--- config.mk ---
export PLATFORM = sky130hd
export DESIGN_NAME = standby_ctrl
export DESIGN_NICKNAME = d
export VERILOG_FILES = /design/src/rtl/stby_pkg.sv /design/src/rtl/stby_cond.sv /design/src/rtl/stby_fsm.sv /design/src/rtl/stby_outs.sv /design/src/rtl/standby_ctrl.sv
export SDC_FILE = /design/constraint.sdc
export NUM_CORES = 1
export LEC_CHECK = 0
export BUFFER_PORTS_ARGS = -buffer_cell sky130_fd_sc_hd__buf_2
export CAP_MARGIN = 20
export CORE_AREA = 2 2 39 41
export DETAILED_ROUTE_END_ITERATION = 16
export DIE_AREA = 0 0 41 43
export GPL_TIMING_DRIVEN = 0
export MAX_ROUTING_LAYER = met4
export PLACE_DENSITY_LB_ADDON = 0.12
export REMOVE_ABC_BUFFERS = 1
export SETUP_SLACK_MARGIN = 0.05
export SYNTH_ARGS = -nofsm -noshare
export SYNTH_HDL_FRONTEND = slang
export SYNTH_HIERARCHICAL = 1
export SYNTH_SLANG_ARGS = --single-unit
--- constraint.sdc ---
create_clock -name clk -period 3.58 [get_ports clk]
set_input_delay 0.179 -clock clk [delete_from_list [all_inputs] [get_ports clk]]
set_output_delay 0.179 -clock clk [all_outputs]
set_load 0.03 [all_outputs]
--- src/rtl/stby_pkg.sv ---
package stby_pkg;
    typedef enum logic [1:0] {
        ST_PORC = 2'd0,
        ST_RUN  = 2'd1,
        ST_HALT = 2'd2,
        ST_STOP = 2'd3
    } stby_state_t;

    localparam int OPND_W   = 4;
    localparam int OP_KEY   = 0;
    localparam int OP_TMR   = 1;
    localparam int OP_DEEP  = 3;
endpackage

--- src/rtl/stby_cond.sv ---
module stby_cond
    import stby_pkg::*;
#(
    parameter int KEY_W = 4
) (
    input  logic [KEY_W-1:0]  key_in,
    input  logic              tmr_exp,
    input  logic [OPND_W-1:0] live_opnd,
    input  logic [OPND_W-1:0] held_opnd,
    input  logic              use_held,
    output logic              key_any,
    output logic              rel_cond
);
    logic [KEY_W-1:0]  or_chain;
    logic [OPND_W-1:0] opnd;
    logic              deep;

    assign or_chain[0] = key_in[0];
    generate
        for (genvar i = 1; i < KEY_W; i++) begin : g_key_or
            assign or_chain[i] = or_chain[i-1] | key_in[i];
        end
    endgenerate
    assign key_any = or_chain[KEY_W-1];

    always_comb begin
        opnd     = use_held ? held_opnd : live_opnd;
        deep     = opnd[OP_DEEP];
        // timer never counts toward a deep-standby wake
        rel_cond = (opnd[OP_KEY] & key_any)
                 | (opnd[OP_TMR] & tmr_exp & ~deep);
    end
endmodule

--- src/rtl/stby_fsm.sv ---
module stby_fsm
    import stby_pkg::*;
(
    input  logic              clk,
    input  logic              rst_n,
    input  logic              halt_stb,
    input  logic [OPND_W-1:0] halt_opnd,
    input  logic              tst_stb,
    input  logic              tst_sel,
    input  logic              key_any,
    input  logic              tmr_exp,
    input  logic              rel_cond,
    output stby_state_t       st_q,
    output logic [OPND_W-1:0] held_opnd,
    output logic              flag_q,
    output logic              resume_pls,
    output logic              resume_next
);
    stby_state_t       st_d;
    logic [OPND_W-1:0] opnd_d;
    logic              flag_d, pls_d, nxt_d;

    always_ff @(posedge clk or negedge rst_n) begin
        if (!rst_n) begin
            st_q        <= ST_PORC;
            held_opnd   <= '0;
            flag_q      <= 1'b0;
            resume_pls  <= 1'b0;
            resume_next <= 1'b0;
        end else begin
            st_q        <= st_d;
            held_opnd   <= opnd_d;
            flag_q      <= flag_d;
            resume_pls  <= pls_d;
            resume_next <= nxt_d;
        end
    end

    always_comb begin
        st_d   = st_q;
        opnd_d = held_opnd;
        flag_d = flag_q;
        pls_d  = 1'b0;
        nxt_d  = resume_next;
        unique case (st_q)
            ST_PORC: begin
                st_d   = ST_RUN;
                flag_d = 1'b1;
                pls_d  = 1'b1;
                nxt_d  = 1'b0;
            end
            ST_RUN: begin
                if (halt_stb) begin
                    if (flag_q) begin
                        flag_d = rel_cond;
                    end else if (rel_cond) begin
                        flag_d = 1'b1;
                    end else begin
                        opnd_d = halt_opnd;
                        st_d   = halt_opnd[OP_DEEP] ? ST_STOP : ST_HALT;
                    end
                end else if (tst_stb) begin
                    flag_d = tst_sel ? tmr_exp : key_any;
                end
            end
            ST_HALT, ST_STOP: begin
                if (rel_cond) begin
                    st_d   = ST_RUN;
                    flag_d = 1'b1;
                    pls_d  = 1'b1;
                    nxt_d  = 1'b1;
                end
            end
            default: st_d = ST_PORC;
        endcase
    end


    property p_busy_flag;
        @(posedge clk) disable iff (!rst_n)
        (st_q == ST_RUN && halt_stb && flag_q) |=> (st_q == ST_RUN && flag_q == $past(rel_cond));
    endproperty
    flag_set_no_entry_chk: assert property (p_busy_flag);


    property p_early_wake;
        @(posedge clk) disable iff (!rst_n)
        (st_q == ST_RUN && halt_stb && rel_cond) |=> (st_q == ST_RUN && flag_q);
    endproperty
    cond_met_no_entry_chk: assert property (p_early_wake);


    property p_wake;
        @(posedge clk) disable iff (!rst_n)
        (st_q == ST_HALT && rel_cond) |=> (resume_pls && resume_next && flag_q);
    endproperty
    halt_wake_chk: assert property (p_wake);


    property p_deep_key_only;
        @(posedge clk) disable iff (!rst_n)
        (st_q == ST_STOP && !key_any) |=> !resume_pls;
    endproperty
    stop_key_only_chk: assert property (p_deep_key_only);


    property p_reset_exit;
        @(posedge clk) disable iff (!rst_n)
        (st_q == ST_PORC) |=> (resume_pls && !resume_next && flag_q);
    endproperty
    reset_resume_chk: assert property (p_reset_exit);


    property p_single_pulse;
        @(posedge clk) disable iff (!rst_n)
        resume_pls |=> !resume_pls;
    endproperty
    one_cycle_pulse_chk: assert property (p_single_pulse);
endmodule

--- src/rtl/stby_outs.sv ---
module stby_outs
    import stby_pkg::*;
(
    input  logic        clk,
    input  logic        rst_n,
    input  stby_state_t st_q,
    input  logic        resume_pls,
    output logic        core_clk_en,
    output logic        osc_en
);
    always_comb begin
        core_clk_en = 1'b0;
        osc_en      = 1'b1;
        unique case (st_q)
            ST_PORC: core_clk_en = 1'b0;
            ST_RUN:  core_clk_en = 1'b1;
            ST_HALT: core_clk_en = 1'b0;
            ST_STOP: osc_en      = 1'b0;
            default: core_clk_en = 1'b0;
        endcase
    end


    property p_pulse_running;
        @(posedge clk) disable iff (!rst_n)
        resume_pls |-> core_clk_en;
    endproperty
    pulse_clk_on_chk: assert property (p_pulse_running);
endmodule

--- src/rtl/standby_ctrl.sv ---
module standby_ctrl
    import stby_pkg::*;
#(
    parameter int KEY_W = 4
) (
    input  logic             clk,
    input  logic             rst_n,
    input  logic             halt_stb,
    input  logic [3:0]       halt_opnd,
    input  logic             tst_stb,
    input  logic             tst_sel,
    input  logic [KEY_W-1:0] key_in,
    input  logic             tmr_exp,
    output logic             core_clk_en,
    output logic             osc_en,
    output logic             resume_pls,
    output logic             resume_next,
    output logic             flag_f
);
    stby_state_t       st_q;
    logic [OPND_W-1:0] held_opnd;
    logic              key_any, rel_cond, use_held;

    assign use_held = (st_q != ST_RUN);

    stby_cond #(.KEY_W(KEY_W)) u_cond (
        .key_in    (key_in),
        .tmr_exp   (tmr_exp),
        .live_opnd (halt_opnd),
        .held_opnd (held_opnd),
        .use_held  (use_held),
        .key_any   (key_any),
        .rel_cond  (rel_cond)
    );

    stby_fsm u_fsm (
        .clk         (clk),
        .rst_n       (rst_n),
        .halt_stb    (halt_stb),
        .halt_opnd   (halt_opnd),
        .tst_stb     (tst_stb),
        .tst_sel     (tst_sel),
        .key_any     (key_any),
        .tmr_exp     (tmr_exp),
        .rel_cond    (rel_cond),
        .st_q        (st_q),
        .held_opnd   (held_opnd),
        .flag_q      (flag_f),
        .resume_pls  (resume_pls),
        .resume_next (resume_next)
    );

    stby_outs u_outs (
        .clk         (clk),
        .rst_n       (rst_n),
        .st_q        (st_q),
        .resume_pls  (resume_pls),
        .core_clk_en (core_clk_en),
        .osc_en      (osc_en)
    );
endmodule

# Yosys cells after proc, flatten, opt, wreduce, memory -nomap -nowiden
# Index checks and enable logic that the tools add are counted.
# classes
eq_ne	9
muxes	18
bitwise_logic	10
n_reduce_logical	7
# op_table
op	count
1-bit 2-to-1 mux	9
2-bit 2-to-1 mux	4
4-bit AND reduction	2
2-bit inequality test, second input constant	3
2-bit one-hot mux with 3 select lines	1
2-bit == test, second input constant	2
4-bit 2-to-1 mux	1
2-bit by 1-bit inequality test with 1-bit output, second input constant	2
1-bit OR	4
1-bit one-hot mux with 2 select lines	2
2-bit AND reduction	2
1-bit AND	3
3-bit inequality test, second input constant	1
1-bit inverter	3
1-bit one-hot mux with 3 select lines	1
2-bit by 1-bit == test with 1-bit output, second input constant	1
2-bit logical NOT	1
2-bit nonzero test	1
2-bit OR reduction	1
# word_totals
regBits	9
input_bits	14
out_inout_bits	5
wordCells	49

# Depth between registers and ports, before layout
# Gate-level depths: netlist (run 1).
# logic_depth
depth_word	9
depth_mapped	6
ltp_nobuf	6

# Cells and area by module
# The synthesis (run 1) kept the hierarchy.
# by_module_without_submodules
mod	n_inst	cells_each	area_each_um2	seq_area_each_um2
stby_fsm	1	32	415.4	225.2
stby_cond	1	5	51.3	0.0
stby_outs	1	2	17.5	0.0
standby_ctrl	1	1	6.3	0.0

# Worst setup path before layout (run 1)
# OpenSTA, ideal clock, no wires.
# synth_path
path_kind	reg2reg
from	register u_fsm.st_q[1]
to	register u_fsm.held_opnd[0]
setup_time_ns	0.125
arrival_ns	1.896
t_required_ns	3.455
setup_slack_ns	1.559
stages_incl_launch_ff	7
n_path_buf	0
synth_period_minus_slack_ns	2.021
path_cell_list	dfrtp_1 > nand2b_1 > mux2_2 > a211o_1 > nor2_2 > nand3_4 > mux2_4
# synth_between
elab_chain_len	7
elab_cells_between_ends	10
classes_between	eq/ne (2); mux (1); bitwise (6); reduce/logical (1)
# synth_rtl
item	line	text
from (decl)	stby_fsm.sv:13	output stby_state_t st_q,
from (signal assigned)	stby_fsm.sv:31	st_q <= st_d;
2-bit by 1-bit inequality test with 1-bit output *	standby_ctrl.sv:24	assign use_held = (st_q != ST_RUN);
net use_held	standby_ctrl.sv:22	logic key_any, rel_cond, use_held;
4-bit 2-to-1 mux *	stby_cond.sv:27	opnd = use_held ? held_opnd : live_opnd;
1-bit AND or 1-bit inverter (tied branches)	stby_cond.sv:31	| (opnd[OP_TMR] & tmr_exp & ~deep);
1-bit AND	stby_cond.sv:31	
1-bit OR *	stby_cond.sv:31	
net rel_cond	standby_ctrl.sv:22	
1-bit inverter (no line) *	n/a	
4-bit AND reduction (no line) *	n/a	
to (signal assigned)	stby_fsm.sv:32	held_opnd <= opnd_d;
to (decl)	stby_fsm.sv:14	output logic [OPND_W-1:0] held_opnd,
# Mark *: on every way through the listed nets, which the timed path passes. The rest lies on a longest branch.
# A chain may end at the register's enable or synchronous reset.

# Worst setup path in the final report (run 1)
# layout_path
from	register u_fsm.st_q[1]
to	register u_fsm.held_opnd[1]
# The elaborated chain is that of the path after synthesis.

==> impl_metrics.yaml, run 1 <==
outcome:
  status: "finished clean"
global_route:
  antenna_found_initial: 0
  track_usage: 0.1188
  grt_pass1_wl_um: 1262
  grt_max_degree: 9
  grt_pass1_vias: 295
  overflow: 0
setup_path:
  criticalPathCategory: "reg -> reg"
  path_cells: "nand2b_1 > mux2_2 > a211o_1 > nor2_2 > nand3_4 > mux2_4"
  end_kind: "register"
  reg2reg_from: "u_fsm/st_q[1]"
  reg2reg_depth: 6
  critical_path.max_fanout: 8
  cp_top_family: "multiplexers"
  worst_ep_required_time_ps: 3720
  reg2reg_slack_ps: 1420
  slowest_delay_ps: 530
  start_kind: "register"
  slowest_stage: "dfrtp_1"
  cp_data_arrival_time_ps: 2300
  r2r_end: "u_fsm/held_opnd[1]"
  cp_num_buf_inv: 0
power:
  p_per_area_nw_per_um2: 807.3
  irDropWorstVdd_v: 0.0003620
  p_leak_nw: 0.3017
placed_design:
  dp_worst_setup_slack_ps: 1399
  io_buffers: 17
  globalplace.congestion: 0.6970
  hpwl_um: 677.3
clock_network:
  postCtsSetupBuffers: 0
  htreeDepth: 1
  cts_tree: "done"
  cts_sinks: 8
  cts_resized: 0
  clockRootBuffer: "clkbuf_4"
  path_clk_slew_ps: 60
  clock_path_buffers: 2
  numCtsBuffers: 3
  clk_latency_ps: 250
finish:
  multiInputGateArea_um2: 242.7
  n_fill_cell: 126
  area_growth_syn_to_layout_pct: 30.56
  final_cell_mix: "buf_2 (17), dfrtp_1 (8), a21oi_1 (4)"
  final_core_util: 0.4250
  layout_commonest_cell: "buf_2"
  fin_nets: 75
  ff_latch_area_um2: 200.2
  drive_gt1_frac: 0.5254
  diodes: 0
timing:
  final-max-slew-violation-count: 0
  worstMarginPinSlew_ps: 326.6
  fmax_mhz: 463.4
  finalWorstSetupSlack_ps: 1422
  finalCritPeriodShare: 0.6028
  hold_viol: 0
  fin_setup_tns_ps: 0
  finalSetupViolCount: 0
  period_minus_slack_ps: 2158
  finalClockSkew_ps: 4.755
  slew-limit-headroom: 0.7823
  grt_setup_unrepaired: "false"
drt:
  dr_total_vias: 363
  wl_um: 853
  vias_per_cell: 4.840
  routedWlPerCell_um: 11.37
  drc_errors: 0
  wl_met1_um: 390
  drtIter0Drc: 2
  maxUsedRoutingLayer: "met4"
  wl_met2_um: 394
  wl_met3_um: 59
  ant_nets: 0
  first_pass_iters: 3
logic_synthesis:
  synth_warnings: 6
  avgSynthCellArea_um2: 11.85
  syn_area_um2: 450.4
  syn_inst: 38
floorplanning:
  die_w_um: 41
  placementRows: 14
  die_area_um2: 1763
  core_area_um2: 1384
  io_pins: 19
  start_util: 0.3255
  fp.dieH_um: 43
hold_path:
  hp-start: "halt_opnd[0]"
  min_to: "u_fsm/held_opnd[0]"
  holdCritPathClass: "in -> reg"
  hold_path_depth: 2
job:
  drv_cap: 0
[report_power, final]
part / leakage, nW / switching (mW) / internal, mW
Sequential: 0.0957 / 0.0365 / 0.128
Clock: 0.0138 / 0.0304 / 0.0383
Combinational: 0.192 / 0.130 / 0.112
Total: 0.302 / 0.196 / 0.278
[layer usage]
layer	global-route usage	up-vias
li1	-	185
met1	0.1433	166
met2	0.1375	10
met3	0.09424	2
met4	0.06000	0
met5	-	-
[how the worst max path moves through the flow]
stage / cells after the start / start / slack (ps) / endpoint
global route: 6 / u_fsm/st_q[1] / 1280 / u_fsm/held_opnd[1]
floorplan: 6 / u_fsm/st_q[1] / 1580 / u_fsm/held_opnd[0]
detailed placement: 6 / u_fsm/st_q[1] / 1400 / u_fsm/held_opnd[1]
global placement: 6 / u_fsm/st_q[1] / 1380 / u_fsm/held_opnd[0]
CTS: 6 / u_fsm/st_q[1] / 1390 / u_fsm/held_opnd[1]
finish: 6 / u_fsm/st_q[1] / 1420 / u_fsm/held_opnd[1]
[registers in the layout, indices dropped and copies added, names as in the netlist]
signal and flops:
u_fsm/flag_q 1, u_fsm/held_opnd 3, u_fsm/st_q 2, u_fsm/resume_pls 1
u_fsm/resume_next 1
[timing repair]
item / 4_1_cts / 5_1_grt
hold buffers: 1 / 0
setup endpoints to repair: 0 / 0
endpoints found under the hold margin: 8 / 0
[area by class of cell]
cell class / count / area share
Inverter: 2 / 0.01277
Timing Repair Buffer: 18 / 0.1617
Tap cell: 16 / 0.03404
Multi-Input combinational cell: 28 / 0.4128
Clock buffer: 3 / 0.03830
Sequential cell: 8 / 0.3404
[through the flow]
step | power, mW | cell area (um2) | cells | hold slack (ps)
6_report | 0.4747 | 588.1 | 75 | 167.6
5_1_grt | 0.5081 | 588.1 | 75 | 152.5
4_1_cts | 0.4820 | 588.1 | 75 | 161.5
3_5_place_dp | 0.4095 | 555.5 | 71 | 33.92
3_3_place_gp | 0.4103 | 555.5 | 71 | 38.02
2_1_floorplan | 0.3501 | 450.4 | 38 | -116.6
No activity file was read; power rests on OpenSTA's default activity.
==> run 2: changes to the inputs <==
Settings changed: ABC_AREA set to 1.
Clock period 3.58 ns to 1.9 ns, I/O delays scaled along.
==> impl_metrics.yaml, run 2 <==
timing:
  final-max-slew-violation-count: 0
  fin_setup_tns_ps: 0
  finalSetupViolCount: 0
  finalCritPeriodShare: 0.8231
  hold_viol: 0
  finalClockSkew_ps: 3.740
  grt_setup_unrepaired: "false"
  slew-limit-headroom: 0.8478
  fmax_mhz: 639.5
  period_minus_slack_ps: 1564
  worstMarginPinSlew_ps: 227.7
floorplanning:
  die_area_um2: 1763
  start_util: 0.3599
  fp.dieH_um: 43
  die_w_um: 41
  placementRows: 14
  core_area_um2: 1384
  io_pins: 19
setup_path:
  crit_top_cell: "nand2_1"
  slowest_delay_ps: 460
  end_kind: "register"
  critical_path.max_fanout: 7
  slowest_stage: "dfrtp_1"
  worst_ep_required_time_ps: 2040
  cp_top_family: "simple AND/OR/NAND/NOR gates"
  cp_num_buf_inv: 2
  start_kind: "register"
  criticalPathCategory: "reg -> reg"
  path_cells: "inv_1 > nand2_1 > inv_1 > nand3_1 > nand2_1 > nand2_1 > nand2_1 > nor2_4 > nand3_4 > nand2_1 > o21ai_1"
  cp_data_arrival_time_ps: 1700
clock_network:
  clockRootBuffer: "clkbuf_4"
  cts_tree: "done"
  clk_latency_ps: 250
  cts_sinks: 8
  htreeDepth: 1
  clock_path_buffers: 2
  path_clk_slew_ps: 50
  postCtsSetupBuffers: 0
  numCtsBuffers: 3
finish:
  final_cell_mix: "nand2_1 (25), buf_2 (17), inv_1 (16)"
  reg_top3: "u_fsm/held_opnd: 3 flops, u_fsm/st_q: 2 flops"
  fin_nets: 109
  largest_register: "u_fsm/held_opnd"
  stdcell_area_um2: 635.6
  drive_gt1_frac: 0.2796
  largest_reg_flops: 3
  layout_commonest_cell: "nand2_1"
  area_growth_syn_to_layout_pct: 27.64
  diodes: 0
drt:
  drc_errors: 0
  routedWlPerCell_um: 9.349
  ant_nets: 0
  wl_um: 1019
  drtIter0Drc: 7
  dr_total_vias: 481
  first_pass_iters: 4
  vias_per_cell: 4.413
global_route:
  track_usage: 0.1439
  grt_pass1_vias: 431
  overflow: 0
  grt_pass1_wl_um: 1614
  grt_max_degree: 9
  antenna_found_initial: 0
power:
  irDropWorstVdd_v: 0.0006463
  p_leak_nw: 0.3900
  p_per_area_nw_per_um2: 1635
placed_design:
  globalplace.congestion: 0.7571
  io_buffers: 17
  postPlaceCellArea_um2: 603.1
  hpwl_um: 790.7
outcome:
  status: "finished clean"
logic_synthesis:
  syn_area_um2: 498.0
  syn_inst: 72
  synth_warnings: 6
  avgSynthCellArea_um2: 6.916
job:
  drv_cap: 0
hold_path:
  holdCritPathClass: "in -> reg"
-- run 2: where the power goes --
group | switching (mW) | internal (mW)
clock network | 0.0562 | 0.0722
logic | 0.404 | 0.191
registers | 0.0610 | 0.254
-- run 2: path summary, 6_finish.rpt --
path	depth (start not counted)	end	slack (ps)	startpoint
worst max-delay path	11	u_fsm/held_opnd[1]	340	u_fsm/st_q[1]
max in group asynchronous	2	u_fsm/resume_next	1500	rst_n
worst min register to register	2	u_fsm/held_opnd[0]	490	u_fsm/held_opnd[0]
worst max register to register	11	u_fsm/held_opnd[1]	340	u_fsm/st_q[1]
worst min-delay path	3	u_fsm/held_opnd[0]	90	halt_opnd[0]
min in group asynchronous	2	u_fsm/held_opnd[0]	230	rst_n
-- run 2: per-stage QoR --
| step | hold WS, ps | std cells | util | worst slack, ps | total power, mW |
|---|---|---|---|---|---|
| after floorplan | -200.6 | 72 | - | 503.5 | 0.7710 |
| after global placement | -52.59 | 105 | 0.4358 | 339.7 | 0.9067 |
| after detailed placement | -49.05 | 105 | 0.4358 | 337.3 | 0.9153 |
| after CTS | 73.51 | 109 | 0.4593 | 314.8 | 1.057 |
| after global routing | 104.8 | 109 | 0.4593 | 190.6 | 1.135 |
| final | 86.56 | 109 | 0.4593 | 336.2 | 1.039 |
-- run 2: timing repair --
action,CTS,global route
gates resized for setup,0,0
hold buffers,1,0
endpoints found under the setup margin,0,0
endpoints found under the hold margin,8,0
-- run 2: layout make-up --
class / count / area [um2]
sequential: 8 / 200.2
timing repair buffer: 18 / 95.09
inverter: 17 / 63.81
multi-input combinational: 47 / 234.0
tap: 16 / 20.02
fill: 170 / 748.2
clock buffer: 3 / 22.52
-- run 2: worst register-to-register path: cells and delay by family, from the launching register on --
kind,cells,cell delay [ps]
AND/OR/NAND/NOR,8,790
AO/OA/AOI/OAI,1,60
flip-flops,1,460
buffers and inverters,2,130
-- run 2: layer usage --
layer,up-vias,global-route usage,wire [um]
li1,259,-,-
met1,208,0.1711,482
met2,12,0.2063,458
met3,2,0.01571,69
met4,0,0.1200,8
met5,-,-,0
